===== src/rtl/fpsc_pkg.sv =====
// Package for the shared-stage issue guard.
// Holds the stage indices, the class encoding and the booking-map types.
// Assumes schedules never run longer than PAT_DEPTH cycles.
package fpsc_pkg;

    localparam int NUM_RES   = 8;
    localparam int PAT_DEPTH = 8;
    localparam int CLS_W     = 2;

    // stage indices into a booking map
    localparam int RES_U = 0;   // unpack
    localparam int RES_S = 1;   // operand shift
    localparam int RES_A = 2;   // mantissa add
    localparam int RES_R = 3;   // round
    localparam int RES_E = 4;   // exception test
    localparam int RES_M = 5;   // multiplier stage one
    localparam int RES_N = 6;   // multiplier stage two
    localparam int RES_D = 7;   // divide (never booked by modelled classes)

    typedef enum logic [CLS_W-1:0] {
        OPC_ADDSUB = 2'd0,
        OPC_MUL    = 2'd1,
        OPC_SIGN   = 2'd2,
        OPC_CMP    = 2'd3
    } op_class_e;

    typedef logic [PAT_DEPTH-1:0]              lane_t;
    typedef logic [NUM_RES-1:0][PAT_DEPTH-1:0] resv_map_t;

endpackage


===== src/rtl/fpsc_pattern_rom.sv =====
// Schedule table for the shared-stage issue guard.
// Maps an operation class to its booking map: bit k of lane r means that
// stage r is held k cycles after the grant (k = 0 is the grant cycle).
// Purely combinational; assumes every class code is defined.
module fpsc_pattern_rom
    import fpsc_pkg::*;
(
    input  op_class_e cls_i,
    output resv_map_t map_o
);

    // build the booking map of the presented class
    always_comb begin
        map_o = '0;
        case (cls_i)
            OPC_ADDSUB: begin
                map_o[RES_U][0] = 1'b1;
                map_o[RES_S][1] = 1'b1;
                map_o[RES_A][1] = 1'b1;
                map_o[RES_A][2] = 1'b1;
                map_o[RES_R][2] = 1'b1;
                map_o[RES_R][3] = 1'b1;
                map_o[RES_S][3] = 1'b1;
            end
            OPC_MUL: begin
                map_o[RES_U][0] = 1'b1;
                map_o[RES_E][1] = 1'b1;
                for (int k = 1; k <= 4; k++) begin
                    map_o[RES_M][k] = 1'b1;
                end
                map_o[RES_N][5] = 1'b1;
                map_o[RES_N][6] = 1'b1;
                map_o[RES_A][6] = 1'b1;
                map_o[RES_R][7] = 1'b1;
            end
            OPC_SIGN: begin
                map_o[RES_U][0] = 1'b1;
                map_o[RES_S][1] = 1'b1;
            end
            OPC_CMP: begin
                map_o[RES_U][0] = 1'b1;
                map_o[RES_A][1] = 1'b1;
                map_o[RES_R][2] = 1'b1;
            end
            default: map_o = '0;
        endcase
    end

endmodule


===== src/rtl/fpsc_resv_lane.sv =====
// Booking horizon for one shared stage.
// Bit k of the horizon means the stage is held k cycles from now.
// Reports whether the offered schedule overlaps the horizon, merges the
// schedule in when book_i is high, and advances one cycle per clock.
// Assumes book_i is high only when hit_o is low.
module fpsc_resv_lane #(
    parameter int DEPTH = 8
) (
    input  logic             clk,
    input  logic             rst_n,
    input  logic             book_i,
    input  logic [DEPTH-1:0] pat_i,
    output logic             hit_o
);

    logic [DEPTH-1:0] occ_q;

    // overlap between the offered schedule and current bookings
    always_comb hit_o = |(occ_q & pat_i);

    // merge a granted schedule and advance the horizon by one cycle
    always_ff @(posedge clk) begin
        if (!rst_n) begin
            occ_q <= '0;
        end else begin
            occ_q <= (occ_q | (book_i ? pat_i : '0)) >> 1;
        end
    end

    // the horizon is empty after a reset edge
    p_reset_clears_r9: assert property (@(posedge clk)
        !rst_n |=> (occ_q == '0));

    // a granted schedule is present, one cycle advanced, after the edge
    p_resv_kept_r10: assert property (@(posedge clk) disable iff (!rst_n)
        book_i |=> ((occ_q & ($past(pat_i) >> 1)) == ($past(pat_i) >> 1)));

    // no booked slot disappears other than by passing its cycle
    p_shift_only_r10: assert property (@(posedge clk) disable iff (!rst_n)
        rst_n |=> ((occ_q[DEPTH-2:0] & $past(occ_q[DEPTH-1:1]))
                   == $past(occ_q[DEPTH-1:1])));

endmodule


===== src/rtl/fp_stage_guard.sv =====
// Issue guard for floating-point units with shared internal stages.
// Looks up the schedule of the requested class, checks it against one
// booking lane per stage, and grants in the same cycle when all lanes are
// clear. Assumes a stalled request is held unchanged until it is granted.
module fp_stage_guard
    import fpsc_pkg::*;
(
    input  logic             clk,
    input  logic             rst_n,
    input  logic             op_valid,
    input  logic [CLS_W-1:0] op_class,
    output logic             grant,
    output logic             stall
);

    op_class_e          cls;
    resv_map_t          pat_map;
    logic [NUM_RES-1:0] lane_hit;

    // interpret the class field
    always_comb cls = op_class_e'(op_class);

    fpsc_pattern_rom u_rom (
        .cls_i (cls),
        .map_o (pat_map)
    );

    // one booking lane per shared stage
    for (genvar r = 0; r < NUM_RES; r++) begin : g_lane
        fpsc_resv_lane #(.DEPTH(PAT_DEPTH)) u_lane (
            .clk    (clk),
            .rst_n  (rst_n),
            .book_i (grant),
            .pat_i  (pat_map[r]),
            .hit_o  (lane_hit[r])
        );
    end

    // grant when no lane reports an overlap; otherwise hold the requester
    always_comb begin
        grant = op_valid & rst_n & ~(|lane_hit);
        stall = op_valid & ~grant;
    end

    // input contract, a stalled request is re-presented unchanged
    p_hold_on_stall_r8: assert property (@(posedge clk) disable iff (!rst_n)
        stall |=> (op_valid && $stable(op_class)));

    // a multiply's borrowed adder slot blocks an add five cycles later
    p_mul_blocks_add_r7: assert property (@(posedge clk) disable iff (!rst_n)
        (grant && op_class == OPC_MUL) ##5 (op_valid && op_class == OPC_ADDSUB)
        |-> stall);

endmodule


===== config.mk =====
export PLATFORM = sky130hd
export DESIGN_NAME = fp_stage_guard
export DESIGN_NICKNAME = d
export VERILOG_FILES = /design/src/rtl/fpsc_pkg.sv /design/src/rtl/fpsc_pattern_rom.sv /design/src/rtl/fpsc_resv_lane.sv /design/src/rtl/fp_stage_guard.sv
export SDC_FILE = /design/constraint.sdc
export NUM_CORES = 1
export LEC_CHECK = 0
export BUFFER_PORTS_ARGS = -buffer_cell sky130_fd_sc_hd__buf_2
export CAP_MARGIN = 20
export CORE_MARGIN = 5
export CORE_UTILIZATION = 55
export CTS_BUF_LIST = sky130_fd_sc_hd__clkbuf_16
export DETAILED_ROUTE_END_ITERATION = 12
export PLACE_DENSITY = 0.72
export SKIP_LAST_GASP = 1
export SYNTH_ARGS = -nofsm -noshare
export SYNTH_HDL_FRONTEND = slang
export SYNTH_HIERARCHICAL = 1
export SYNTH_SLANG_ARGS = --single-unit
export TNS_END_PERCENT = 1

===== constraint.sdc =====
create_clock -name clk -period 6.8 [get_ports clk]
set_input_delay 1.36 -clock clk [delete_from_list [all_inputs] [get_ports clk]]
set_output_delay 1.36 -clock clk [all_outputs]
set_load 0.02 [all_outputs]

==> impl_metrics.toml <==
[detailed_routing]
ant_nets = 0
first_pass_iters = 4
viasPerCell = 4.938
drt_iter0_markers = 151
wirelength_um = 3646
remaining_drc_errors = 0
met1_length_um = 1823
vias = 1580
met3_wirelength_um = 125
routed.top_layer = "met4"
wl_per_cell_um = 11.39
wl_met2_um = 1642

[critical_path]
critPathMaxFanout = 7
required_ps = 5440
r2r_slack_ps = 4610
cp-end-kind = "output pin"
cp.arrival_ps = 3090
startpoint_type = "input port"
path_class = "input port to output pin"

[pwr]
internal-power_mw = 0.6479
ir_drop_uv = 353.9
switching_power_mw = 0.3036
p_seq_frac = 0.461
power_density_nw_per_um2 = 385.1
p_leak_nw = 1.002
p_sw_frac = 0.3191
p_clk_frac = 0.250
fin_total_pwr_mw = 0.9515
power_frac_comb = 0.289

[placed_design]
placement.cell_area_um2 = 2337
port_buffers = 6
dp_hpwl_um = 2275
gp_congestion = 0.7388

[clock_tree]
clock_latency_ps = 290
postCtsHoldBufs = 0
cts_sinks = 56
cts_setup_buffers = 0
clockBufferDepth = 2
cts_root_buffer = "clkbuf_16"
clk_pin_slew_ps = 60
cts-htree-levels = 2
cts_inserted_buffers = 5
cts_tree = "yes"
cts_resized = 0

[logic_synthesis]
avgSynthCellArea_um2 = 9.391
synth_cell_types = 17
synthCells = 267
synth_seq_cells = 56
synth_seq_area_share = 0.4471
syn_area_um2 = 2507
ys_warn_count = 6

[timing]
finalHoldViolCount = 0
finalCriticalPeriod_ps = 4453
worstMarginPinSlew_ps = 754.5
fin_crit_sh = 0.6549
rsz0062_at_grt = "no"
setup_violations = 0
drv_slew = 0
setup-tns-final_ps = 0
relSlewSlack = 0.4970
finalClockSkew_ps = 3.802
fmax_mhz = 224.6

[layout]
final_nets = 276
fin_area_um2 = 2471
largest_registers = "g_lane.u_lane/occ_q: 56 flops"
layout-drive-gt1-share = 0.05597
largest_register_ffs = 56
n_fill_cell = 400
area_growth_pct = -1.447
regMostFlops = "g_lane.u_lane/occ_q"
num_antenna_cells = 0

[flow_run]
drv_cap = 0

[die]
rows = 24
die_w_um = 77.52
die-area_um2 = 6009
die_h_um = 77.52
start_util = 0.5719
fp.coreArea_um2 = 4384
io_pins = 7

[status]
outcome = "finished, final reports clean"

[global_routing]
antenna_found_initial = 0
grt_pass1_vias = 1477
grt.total_usage = 0.1311
grt_pass1_wl_um = 6348
grt.overflow.total = 0
grt_max_degree = 58

[worst_hold_path]
holdCritPathClass = "flop to flop"
==> per-stage QoR <==
stage / worst slack [ps] / utilization / instances / hold slack (ps)
final: 2347 / 0.5636 / 320 / 487.1
after global routing: 2147 / 0.5636 / 320 / 515.4
after CTS: 2330 / 0.5636 / 320 / 489.5
after detailed placement: 2340 / 0.5331 / 313 / 473.2
after global placement: 2347 / 0.5331 / 313 / 466.6
after floorplan: 1879 / - / 314 / 458.0
==> critical path, stage by stage <==
cell	delay (ps)
buf_2	90
inv_1	50
ha_1	270
or2_1	250
a22oi_1	170
nand3_1	130
nor4_2	300
and4_2	300
buf_2	170
==> logic make-up after synthesis <==
| kind of cell | after synthesis | synth area share |
|---|---|---|
| buf+inv | 64 | 0.1856 |
| simple gates | 69 | 0.1712 |
| other cells | 2 | 0.002995 |
| flops | 56 | 0.4471 |
| fa+ha+maj | 3 | 0.01497 |
| compound gates | 73 | 0.1781 |
==> layer usage <==
metal  up-vias  global-route usage
li1        836                   -
met1       725              0.1646
met2        14              0.2020
met3         5             0.05324
met4         0             0.04983
met5         -                   0
==> power by group through the flow <==
stage                     Clock, mW  Combinational, mW  Sequential, mW
after floorplan                   0              0.236           0.436
after global routing          0.263              0.312           0.447
after detailed placement          0              0.273           0.444
after CTS                     0.248              0.275           0.438
after global placement            0              0.268           0.444
final                         0.238              0.275           0.438
==> layout make-up <==
class	instances	area (um2)	area share
Sequential cell	56	1121	0.4537
Clock inverter	2	8.758	0.003544
Clock buffer	5	125.1	0.05063
Tap cell	52	65.06	0.02633
Timing Repair Buffer	7	37.54	0.01519
Inverter	4	15.01	0.006076
Multi-Input combinational cell	194	1099	0.4446
==> Yosys cell counts <==
| cell type | number | share of area |
|---|---|---|
| a31oi_1 | 1 | 0.0025 |
| dfxtp_1 | 56 | 0.45 |
| ha_1 | 3 | 0.015 |
| inv_1 | 4 | 0.0060 |
| nand3_1 | 8 | 0.016 |
| buf_4 | 60 | 0.18 |
| nor2_1 | 1 | 0.0015 |
| a22oi_1 | 16 | 0.048 |
| conb_1 | 2 | 0.0030 |
| and3_1 | 8 | 0.020 |
| or2_1 | 1 | 0.0025 |
| nor4_2 | 1 | 0.0050 |
| and4_1 | 1 | 0.0035 |
| a222oi_1 | 8 | 0.032 |
| nor3b_1 | 1 | 0.0030 |
| a21oi_1 | 48 | 0.096 |
| nor2b_1 | 48 | 0.12 |
==> cells in the final DEF (no fill, tap or decap), types with 3 or more instances in the layout <==
| cell | count |
|---|---|
| conb_1 | 49 |
| ha_1 | 3 |
| nand3_1 | 8 |
| dfxtp_1 | 56 |
| buf_2 | 6 |
| and3_1 | 8 |
| clkbuf_16 | 5 |
| a222oi_1 | 8 |
| a22oi_1 | 16 |
| nor2b_1 | 48 |
| inv_1 | 5 |
| a21oi_1 | 48 |
==> worst paths after layout <==
check                                                       endpoint                                  from  depth (start not counted)
worst max-delay path                                           grant                           op_class[0]                          9
worst min-delay path            g_lane[5].u_lane/occ_q[2]$_SDFF_PN0_  g_lane[5].u_lane/occ_q[3]$_SDFF_PN0_                          2
worst max register to register  g_lane[1].u_lane/occ_q[2]$_SDFF_PN0_  g_lane[1].u_lane/occ_q[3]$_SDFF_PN0_                          7
worst min register to register  g_lane[5].u_lane/occ_q[2]$_SDFF_PN0_  g_lane[5].u_lane/occ_q[3]$_SDFF_PN0_                          2
Note: power is estimated with default switching activity, not from simulation.
